==> src/rtl/lcd_tg_pkg.sv <==
package lcd_tg_pkg;
  typedef enum logic [1:0] {
    SEG_SYNC  = 2'd0,
    SEG_BACK  = 2'd1,
    SEG_ACT   = 2'd2,
    SEG_FRONT = 2'd3
  } seg_e;
endpackage

==> src/rtl/lcd_tg_div.sv <==
module lcd_tg_div #(
  parameter int DW = 8
) (
  input  logic          clk,
  input  logic          rst,
  input  logic          run,
  input  logic          bypass,
  input  logic [DW-1:0] div_m1,
  output logic          tick,
  output logic          first
);
  logic [DW-1:0] cnt;

  assign tick  = run && (bypass || cnt >= div_m1);
  assign first = (cnt == '0);

  always_ff @(posedge clk) begin
    if (rst || !run) cnt <= '0;
    else if (tick)   cnt <= '0;
    else             cnt <= cnt + 1'b1;
  end


  div_range_chk: assert property (@(posedge clk) disable iff (rst)
    (run && !bypass) |-> (cnt <= div_m1));


  div_bypass_chk: assert property (@(posedge clk) disable iff (rst)
    (run && bypass) |-> (cnt == '0));
endmodule

==> src/rtl/lcd_tg_axis.sv <==
module lcd_tg_axis
  import lcd_tg_pkg::*;
#(
  parameter int FW = 11
) (
  input  logic          clk,
  input  logic          rst,
  input  logic          run,
  input  logic          adv,
  input  logic [FW-1:0] sync_m1,
  input  logic [FW-1:0] back_m1,
  input  logic [FW-1:0] act_m1,
  input  logic [FW-1:0] front_m1,
  output logic [FW+1:0] pos,
  output logic          at_end,
  output seg_e          seg
);
  localparam int PW = FW + 2;

  logic [PW-1:0] sync_e, back_e, act_e, last_e;

  always_comb begin
    sync_e = PW'(sync_m1);
    back_e = sync_e + PW'(back_m1) + PW'(1);
    act_e  = back_e + PW'(act_m1) + PW'(1);
    last_e = act_e + PW'(front_m1) + PW'(1);
  end

  always_comb begin
    if (pos <= sync_e)      seg = SEG_SYNC;
    else if (pos <= back_e) seg = SEG_BACK;
    else if (pos <= act_e)  seg = SEG_ACT;
    else                    seg = SEG_FRONT;
  end

  assign at_end = (pos >= last_e);

  always_ff @(posedge clk) begin
    if (rst || !run) pos <= '0;
    else if (adv)    pos <= at_end ? '0 : pos + 1'b1;
  end


  axis_wrap_chk: assert property (@(posedge clk) disable iff (rst)
    (adv && at_end) |=> (pos == '0));


  axis_idle_chk: assert property (@(posedge clk) disable iff (rst)
    !run |=> (pos == '0));
endmodule

==> src/rtl/lcd_timing_gen.sv <==
module lcd_timing_gen
  import lcd_tg_pkg::*;
#(
  parameter int FW = 11,
  parameter int DW = 8
) (
  input  logic          clk,
  input  logic          rst,
  input  logic          cfg_enable,
  input  logic          cfg_div_en,
  input  logic [DW-1:0] cfg_div_m1,
  input  logic [FW-1:0] cfg_h_sync_m1,
  input  logic [FW-1:0] cfg_h_back_m1,
  input  logic [FW-1:0] cfg_h_act_m1,
  input  logic [FW-1:0] cfg_h_front_m1,
  input  logic [FW-1:0] cfg_v_sync_m1,
  input  logic [FW-1:0] cfg_v_back_m1,
  input  logic [FW-1:0] cfg_v_act_m1,
  input  logic [FW-1:0] cfg_v_front_m1,
  input  logic          cfg_inv_hsync,
  input  logic          cfg_inv_vsync,
  input  logic          cfg_inv_de,
  input  logic          cfg_inv_pclk,
  input  logic          irq_en,
  input  logic          irq_clr,
  output logic          pix_tick_o,
  output logic          hsync_o,
  output logic          vsync_o,
  output logic          de_o,
  output logic [FW+1:0] pix_x_o,
  output logic [FW+1:0] pix_y_o,
  output logic          frame_start_o,
  output logic          sample_fall_o,
  output logic          irq_pend_o
);
  localparam int PW = FW + 2;

  // shadow copies of the enable and divider settings
  logic          run_q, byp_q;
  logic [DW-1:0] div_q;

  logic          tick, first;
  logic [PW-1:0] h_pos, v_pos;
  logic          h_end, v_end;
  seg_e          h_seg, v_seg;
  logic          frame_wrap, upd, fs_cond, pend_set;

  assign frame_wrap = tick && h_end && v_end;
  assign upd        = !run_q || frame_wrap;
  assign fs_cond    = run_q && first && (h_pos == '0) && (v_pos == '0);
  assign pend_set   = fs_cond && irq_en;

  always_ff @(posedge clk) begin
    if (rst) begin
      run_q <= 1'b0;
      byp_q <= 1'b1;
      div_q <= '0;
    end else if (upd) begin
      run_q <= cfg_enable;
      byp_q <= !cfg_div_en;
      div_q <= cfg_div_m1;
    end
  end

  lcd_tg_div #(.DW(DW)) u_div (
    .clk    (clk),
    .rst    (rst),
    .run    (run_q),
    .bypass (byp_q),
    .div_m1 (div_q),
    .tick   (tick),
    .first  (first)
  );

  lcd_tg_axis #(.FW(FW)) u_hax (
    .clk      (clk),
    .rst      (rst),
    .run      (run_q),
    .adv      (tick),
    .sync_m1  (cfg_h_sync_m1),
    .back_m1  (cfg_h_back_m1),
    .act_m1   (cfg_h_act_m1),
    .front_m1 (cfg_h_front_m1),
    .pos      (h_pos),
    .at_end   (h_end),
    .seg      (h_seg)
  );

  lcd_tg_axis #(.FW(FW)) u_vax (
    .clk      (clk),
    .rst      (rst),
    .run      (run_q),
    .adv      (tick && h_end),
    .sync_m1  (cfg_v_sync_m1),
    .back_m1  (cfg_v_back_m1),
    .act_m1   (cfg_v_act_m1),
    .front_m1 (cfg_v_front_m1),
    .pos      (v_pos),
    .at_end   (v_end),
    .seg      (v_seg)
  );

  always_ff @(posedge clk) begin
    if (rst) begin
      pix_tick_o    <= 1'b0;
      hsync_o       <= 1'b0;
      vsync_o       <= 1'b0;
      de_o          <= 1'b0;
      pix_x_o       <= '0;
      pix_y_o       <= '0;
      frame_start_o <= 1'b0;
      sample_fall_o <= 1'b0;
      irq_pend_o    <= 1'b0;
    end else begin
      pix_tick_o    <= tick;
      hsync_o       <= cfg_inv_hsync ^ (run_q && h_seg == SEG_SYNC);
      vsync_o       <= cfg_inv_vsync ^ (run_q && v_seg == SEG_SYNC);
      de_o          <= cfg_inv_de ^ (run_q && h_seg == SEG_ACT && v_seg == SEG_ACT);
      pix_x_o       <= h_pos;
      pix_y_o       <= v_pos;
      frame_start_o <= fs_cond;
      sample_fall_o <= cfg_inv_pclk;
      if (pend_set)     irq_pend_o <= 1'b1;
      else if (irq_clr) irq_pend_o <= 1'b0;
    end
  end


  de_sync_chk: assert property (@(posedge clk) disable iff (rst)
    (de_o != $past(cfg_inv_de)) |->
      (hsync_o == $past(cfg_inv_hsync) && vsync_o == $past(cfg_inv_vsync)));


  fs_origin_chk: assert property (@(posedge clk) disable iff (rst)
    frame_start_o |-> (pix_x_o == '0 && pix_y_o == '0));


  shadow_hold_chk: assert property (@(posedge clk) disable iff (rst)
    (run_q && !frame_wrap) |=> (run_q && $stable(div_q) && $stable(byp_q)));


  idle_quiet_chk: assert property (@(posedge clk) disable iff (rst)
    !run_q |=> (!pix_tick_o && !frame_start_o));


  irq_clear_chk: assert property (@(posedge clk) disable iff (rst)
    (irq_clr && !pend_set) |=> !irq_pend_o);


  irq_set_chk: assert property (@(posedge clk) disable iff (rst)
    pend_set |=> irq_pend_o);
endmodule

==> config.mk <==
export PLATFORM = sky130hd
export DESIGN_NAME = lcd_timing_gen
export DESIGN_NICKNAME = d
export VERILOG_FILES = /design/src/rtl/lcd_tg_pkg.sv /design/src/rtl/lcd_tg_div.sv /design/src/rtl/lcd_tg_axis.sv /design/src/rtl/lcd_timing_gen.sv
export SDC_FILE = /design/constraint.sdc
export NUM_CORES = 1
export LEC_CHECK = 0
export ABC_AREA = 1
export BUFFER_PORTS_ARGS = -buffer_cell sky130_fd_sc_hd__buf_2
export CORE_AREA = 2 2 117 205
export DETAILED_ROUTE_END_ITERATION = 10
export DIE_AREA = 0 0 119 207
export PLACE_DENSITY = 0.69
export SKIP_LAST_GASP = 1
export SLEW_MARGIN = 25
export SYNTH_ARGS = -nofsm -noshare
export SYNTH_HDL_FRONTEND = slang
export SYNTH_SLANG_ARGS = --single-unit
==> constraint.sdc <==
create_clock -name clk -period 6.61 [get_ports clk]
set_input_delay 1.322 -clock clk [delete_from_list [all_inputs] [get_ports clk]]
set_output_delay 1.322 -clock clk [all_outputs]
set_load 0.005 [all_outputs]
==> results of run 1 <==
-- timing repair --
action / CTS / global route
resized for setup: 20 / 108
cloned: 0 / 1
setup buffers: 7 / 8
pin swaps: 7 / 46
hold buffers: 0 / 0
endpoints found under the setup margin: 26 / 36
-- layer usage --
| metal | vias to the layer above | share of wire | GRT usage |
|---|---|---|---|
| li1 | 5009 | - | - |
| met1 | 4599 | 0.33 | 0.2104 |
| met2 | 294 | 0.58 | 0.4760 |
| met3 | 103 | 0.042 | 0.03001 |
| met4 | 2 | 0.053 | 0.1314 |
| met5 | - | 0.00037 | 0 |
-- stage by stage --
| stage | util | instances | hold slack, ns |
|---|---|---|---|
| final | 0.5430 | 1951 | 0.4791 |
| after global routing | 0.5430 | 1951 | 0.4908 |
| after CTS | 0.5182 | 1942 | 0.4822 |
| after detailed placement | 0.4976 | 1919 | 0.4721 |
| after global placement | 0.4976 | 1919 | 0.4512 |
| after floorplan | - | 1307 | 0.4407 |
-- registers in the layout, summed over array words and instances, names as in the netlist, 8 cells and up --
signal	count
div_q	8
u_vax.pos	13
u_hax.pos	13
u_div.cnt	8
pix_x_o	13
pix_y_o	13
-- worst paths after layout --
path	from	to	depth (start not counted)
worst max-delay path	cfg_h_back_m1[0]	u_vax.pos[9]	41
worst min-delay path	byp_q	byp_q	2
worst max register to register	u_div.cnt[0]	u_hax.pos[9]	11
worst min register to register	byp_q	byp_q	2
-- cell families after synthesis --
| logic type | count (synthesis) |
|---|---|
| AOI/OAI and AO/OA | 223 |
| adders and majority gates | 190 |
| xor gates and xnor gates | 66 |
| buffers and inverters | 245 |
| DFF | 77 |
| and+or+nand+nor | 506 |
-- tightest hold or removal path, cell delays in order, from the launching register on --
cell	delay (ns)
dfxtp_1	0.30
inv_1	0.07
o21ai_1	0.07
-- cell usage after synthesis, drive strengths merged, types with 4 or more instances --
cell type and count:
nand3 80, xor2 51, nor4 9, nor2 120, inv 236, or3 4, buf 5, o21bai 9
dfxtp 77, nor3 29, ha 184, a21oi 123, fa 6, nand4 19, o31ai 7, a211oi 5
o21ai 46, xnor2 15, nand2 233, a21o 9
-- cell type report --
cell class | instances | area share
Clock inverter | 5 | 0.006697
Sequential cell | 77 | 0.1231
Timing Repair Buffer | 331 | 0.1749
Inverter | 238 | 0.07156
Multi-Input combinational cell | 985 | 0.5739
Clock buffer | 11 | 0.01939
Tap cell | 304 | 0.03038
-- power by group through the flow --
stage / Clock (W) / Combinational (W) / Sequential, W
after floorplan: 0 / 0.00116 / 0.000487
after global placement: 0 / 0.00187 / 0.000490
after detailed placement: 0 / 0.00193 / 0.000490
after CTS: 0.000561 / 0.00201 / 0.000480
after global routing: 0.000576 / 0.00243 / 0.000482
final: 0.000549 / 0.00217 / 0.000481
==> summary.md, run 1 <==
| Metric | Value |
|---|---|
| Synth area leader | `ha_1` |
| Commonest non-fill, non-tap cell in the layout | `inv_1` |
| Total GRT Usage | `0.2326` |
| Synth Area in XOR/XNOR | `0.06797` |
| WL/cell | `15.26 um` |
| P_int | `0.001881 W` |
| Initial antenna violation count | `1` |
| Share of the synthesized area in the top cell type | `0.2542` |
| CTS Buf Count | `9` |
| Crit path DAT | `slightly below 7 ns` |
| Hpwl dp | `between 20,000 and 25,000 um` |
| First-pass DRT Iterations | `6` |
| # rows | `74` |
| Largest net degree at the start of global routing | `40` |
| Die X | `119 um` |
| CP max-delay cell | `fa_2` |
| Mux contribution to synthesized area | `0` |
| Final hold vios | `0` |
| # H-tree levels | `3` |
| Max Slew Vio Count | `0` |
| Crit-path max FO | `4` |
| Sequential element share of the synthesized area | `0.1702` |
| Worst vdd ir | `0.2182 mV` |
| Clock root cell | `clkbuf_16` |
| Flops & latches, synth | `77` |
| Post-placement setup slack | `-0.5383 ns` |
| Net Sw Frac | `0.4127` |
| Post-Syn Area | `slightly above 9000 um2` |
| Post-synth cell types | `57` |
| Asr flop ratio synth | `0` |
| Hold WC Path Type | `reg2reg` |
| Worst skew pair latency | `0.36 ns` |
| RSZ-0062 raised after global routing | `true` |
| Top post-synthesis cells by area | `ha_1 25%, dfxtp_1 17%, inv_1 9.7%, nand2_1 9.2%, a21oi_1 6.6%` |
| Setup TNS | `-0.06405 ns` |
| CP bufs+invs | `8` |
| Net switching power | `between 0.001 and 0.0015 W` |
| IO Port Bufs | `138` |
| Worst setup SP type | `input pin` |
| CP dominant cell by count | `a21oi_2` |
| Total power | `approximately 0.0032 W` |
| DIE HEIGHT | `207 um` |
| Full die area | `between 20,000 and 25,000 um2` |
| Ant. Diodes | `0` |
| CORE AREA | `23,050 um2` |
| Setup WS post-layout | `-0.02609 ns` |
| CP top delay family | `compound AO/OA/AOI/OAI gates` |
| Total clock sinks | `77` |
| First-pass GRT wire length | `approximately 46,000 um` |
| Crit-path max cell delay | `0.52 ns` |
| Relative slew slack | `0.4708` |
| Synth Flop Type | `dfxtp_1` |
| Critical path endpoint category | `flip-flop` |
| Bufs on Longest Clock Path | `2` |
| Fmax | `between 150 and 200 MHz` |
| Final net count | `1,938` |
| EDFF count, synth | `0` |
| Pwr/cell area | `255.9 nW/um2` |
| Synth Area in Compound Gates | `0.1444` |
| TritonCTS clock tree | `done` |
| Vias per cell | `a little over 5` |
| Final worst path period share | `1.004` |
| Status | `complete, but fails checks` |
| Grt total ovfl | `0` |
| Clock power frac | `0.171` |
| Number of global-route vias before repair | `10,080` |
| DRC | `0` |
| Combinational family with the most area after synthesis | `adder cells` |
| Initial Util | `0.3928` |
| Post-synthesis simple-gate area fraction | `0.2481` |
| R2R setup slack | `~3.7 ns` |
| Worst-path clk slew | `roughly 0.06 ns` |
| GPL Wtd Cong | `0.9073` |
| Kind of critical path | `in2reg` |
| Sequential cell area | `between 1500 and 2000 um2` |
| Max Cap Viol | `0` |
| Required @ worst endpoint | `between 6 and 7 ns` |
| Worst-margin pin slew | `0.7939 ns` |
| Yosys warns | `0` |
| Most frequent cells in the layout | `225 x inv_1, 210 x nand2_1, 184 x buf_4` |
| Synthesized net count | `1,603` |
| Comb pwr share | `0.679` |
| Clock Skew | `0.007433 ns` |
| Pleak | `approximately 6.6 nW` |
| Syn avg cell area | `6.929 um2` |
| Placed cell areas | `11,470 um2` |
| Finished Cell Area | `12,520 um2` |
| Post-route ant nets | `0` |
| Setup Viol. Count Final | `5` |
| Filler instances | `2,202` |
| Seq pwr share | `0.150` |
| Adder-Cell Fraction of Synth Area | `0.2675` |
| I/O Pins | `139` |
| Multi-input logic area | `7184 um2` |
| Final min period | `6.636 ns` |
| Cells after Synth | `1,307` |
| Failing checks | `negative setup slack` |
| WL final | `29,780 um` |
| DR iter-0 viols | `477` |
| Vias | `10,010` |
| P&R area growth vs syn | `38.23%` |
| Layout cells sized above 1 | `0.2939` |
Power figures use the tool's default switching activity.
==> run 2: changes to the inputs <==
- CORE_AREA: 2 2 117 205 -> 2 2 154 156
- DIE_AREA: 0 0 119 207 -> 0 0 156 158
==> summary.md, run 2 (synthesis gave the netlist of run 1 again) <==
| Metric | Value |
|---|---|
| Bufs on Longest Clock Path | `2 (unchanged)` |
| Net Sw Frac | `0.4236 (was 0.4127)` |
| Clock power frac | `0.157 (was 0.171)` |
| Most frequent cells in the layout | `225 x inv_1, 207 x nand2_1, 181 x buf_4 (was 225 x inv_1, 210 x nand2_1, 184 x buf_4)` |
| First-pass DRT Iterations | `8 (was 6)` |
| # rows | `56 (was 74)` |
| CP dominant cell by count | `nand2_2 (was a21oi_2)` |
| Failing checks | `negative setup slack (unchanged)` |
| Max Cap Viol | `0 (unchanged)` |
| First-pass GRT wire length | `42,470 um (was 45,540 um)` |
| Initial Util | `0.3929 (was 0.3928)` |
| Worst skew pair latency | `0.34 ns (was 0.36 ns)` |
| Grt total ovfl | `0 (unchanged)` |
| CP startpoint | `cfg_h_sync_m1[0] (was cfg_h_back_m1[0])` |
| I/O Pins | `139 (unchanged)` |
| P&R area growth vs syn | `37.40% (was 38.23%)` |
| Fmax | `151.1 MHz (was 150.7 MHz)` |
| Required @ worst endpoint | `6.84 ns (was 6.85 ns)` |
| Comb pwr share | `0.690 (was 0.679)` |
| Worst-path clk slew | `0.07 ns (was 0.06 ns)` |
| Filler instances | `2,137 (was 2,202)` |
| Full die area | `24,650 um2 (was 24,630 um2)` |
| Crit path DAT | `6.85 ns (was 6.88 ns)` |
| Net switching power | `0.001329 W (was 0.001322 W)` |
| DIE HEIGHT | `158 um (was 207 um)` |
| Final cell count without fillers | `1,933 (was 1,951)` |
| Final net count | `1,934 (was 1,938)` |
| # H-tree levels | `3 (unchanged)` |
| DRC | `0 (unchanged)` |
| P_int | `0.001809 W (was 0.001881 W)` |
| Post-Place Cells | `1,896 (was 1,919)` |
| Ant. Diodes | `0 (unchanged)` |
| Setup Viol. Count Final | `1 (was 5)` |
| Largest net degree at the start of global routing | `40 (unchanged)` |
| Worst vdd ir | `0.1912 mV (was 0.2182 mV)` |
| Post-route ant nets | `0 (unchanged)` |
| Setup WS post-layout | `-0.007447 ns (was -0.02609 ns)` |
| HP Start | `byp_q (unchanged)` |
| Hold WC Path Type | `reg2reg (unchanged)` |
| Crit-path max cell delay | `0.53 ns (was 0.52 ns)` |
| Status | `complete, but fails checks (unchanged)` |
| CTS Hold Buffers Added | `0 (unchanged)` |
| Post-placement setup slack | `-0.7024 ns (was -0.5383 ns)` |
| Vias | `9,766 (was 10,010)` |
| CORE AREA | `23,050 um2 (about the same)` |
| DR iter-0 viols | `452 (was 477)` |
| Max Slew Vio Count | `0 (unchanged)` |
| IO Port Bufs | `138 (unchanged)` |
| Critical path endpoint category | `flip-flop (unchanged)` |
| Die X | `156 um (was 119 um)` |
| Final hold vios | `0 (unchanged)` |
| Kind of critical path | `in2reg (unchanged)` |
| Total clock sinks | `77 (unchanged)` |
| Vias per cell | `5.052 (was 5.129)` |
| Worst-margin pin slew | `0.7799 ns (was 0.7939 ns)` |
| CP max-delay cell | `fa_2 (unchanged)` |
| Crit-path max FO | `4 (unchanged)` |
| R2R Path Start | `u_div.cnt[0] (unchanged)` |
| Final worst path period share | `1.001 (was 1.004)` |
| RSZ-0062 raised after global routing | `true (unchanged)` |
| Layout cells sized above 1 | `0.2915 (was 0.2939)` |
| Clock root cell | `clkbuf_16 (unchanged)` |
| GPL Wtd Cong | `0.8904 (was 0.9073)` |
| Pleak | `6.596 nW (was 6.597 nW)` |
| Seq pwr share | `0.153 (was 0.150)` |
| Initial antenna violation count | `0 (was 1)` |
| Clock Skew | `0.009595 ns (was 0.007433 ns)` |
| Total GRT Usage | `0.2114 (was 0.2326)` |
| Commonest non-fill, non-tap cell in the layout | `inv_1 (unchanged)` |
| Worst setup SP type | `input pin (unchanged)` |
| Final min period | `6.617 ns (was 6.636 ns)` |
| Hpwl dp | `21,560 um (was 24,280 um)` |
| CTS Buf Count | `9 (unchanged)` |
| Relative slew slack | `0.4794 (was 0.4708)` |
| WL/cell | `13.89 um (was 15.26 um)` |
| WL final | `26,840 um (was 29,780 um)` |
| TritonCTS clock tree | `done (unchanged)` |
| Pwr/cell area | `252.1 nW/um2 (was 255.9 nW/um2)` |
| Number of global-route vias before repair | `9,269 (was 10,080)` |
[run 2: changes by cell type in the layout (fill, tap and decap cells not counted), sizes merged]
| cell | change |
|---|---|
| inv | +5 |
| buf | -5 |
| clkbuf | -1 |
| clkinv | +1 |
| clkinvlp | -2 |
| bufinv | -2 |
[run 2: layer usage]
| layer | part of all wire | vias up | wire length (um) | track usage |
|---|---|---|---|---|
| li1 | - | 5001 | - | - |
| met4 | 0.030 | 0 | 804 | 0.07165 |
| met2 | 0.48 | 273 | 12820 | 0.3755 |
| met5 | 0 | - | 0 | 0 |
| met1 | 0.44 | 4433 | 11800 | 0.2663 |
| met3 | 0.053 | 59 | 1416 | 0.02354 |
[run 2: final timing paths]
check            endpoint  slack, ns  cells after the start
max          u_vax.pos[9]     -0.007                     41
min                 byp_q       0.48                      2
max reg2reg  u_vax.pos[9]       3.73                     17
min reg2reg         byp_q       0.48                      2
[run 2: worst max-delay path, delay by kind of cell]
family | cells | cell delay [ns]
fa+ha+maj | 6 | 1.66
compound gates | 11 | 1.54
simple gates | 13 | 1.12
buf+inv | 8 | 0.61
xor+xnor | 3 | 0.58
[run 2: through the flow]
| step | TNS (ns) | util | instance area (um2) | total power, W | hold slack [ns] |
|---|---|---|---|---|---|
| 2_1_floorplan | 0 | - | 9101 | 0.001645 | 0.4407 |
| 5_1_grt | -5.599 | 0.5398 | 12440 | 0.003425 | 0.5042 |
| 6_report | -0.007447 | 0.5398 | 12440 | 0.003137 | 0.4826 |
| 4_1_cts | -0.03321 | 0.5208 | 12010 | 0.002972 | 0.4822 |
| 3_3_place_gp | -8.490 | 0.4945 | 11400 | 0.002316 | 0.4607 |
| 3_5_place_dp | -13.47 | 0.4945 | 11400 | 0.002371 | 0.4712 |
[run 2: final cells by class]
class	count	area, um2	share of cell area
timing repair buffer	327	2175	0.1748
inverter	238	893.4	0.07179
tap	290	362.8	0.02916
multi-input combinational	985	7169	0.5762
clock inverter	7	76.32	0.006134
sequential	77	1541	0.1239
clock buffer	9	225.2	0.01810
[run 2: power groups by stage]
stage	Combinational, W	Clock, W	Sequential [W]
global route	0.00243	0.000518	0.000481
floorplan	0.00116	0	0.000487
finish	0.00217	0.000492	0.000481
CTS	0.00200	0.000496	0.000480
global placement	0.00183	0	0.000490
detailed placement	0.00188	0	0.000490
[run 2: repair_timing]
item | CTS | global route
setup buffers | 11 | 11
endpoints found under the hold margin | 0 | 0
pin swaps | 30 | 48
cloned | 0 | 1
resized for setup | 43 | 87
endpoints found under the setup margin | 23 | 36
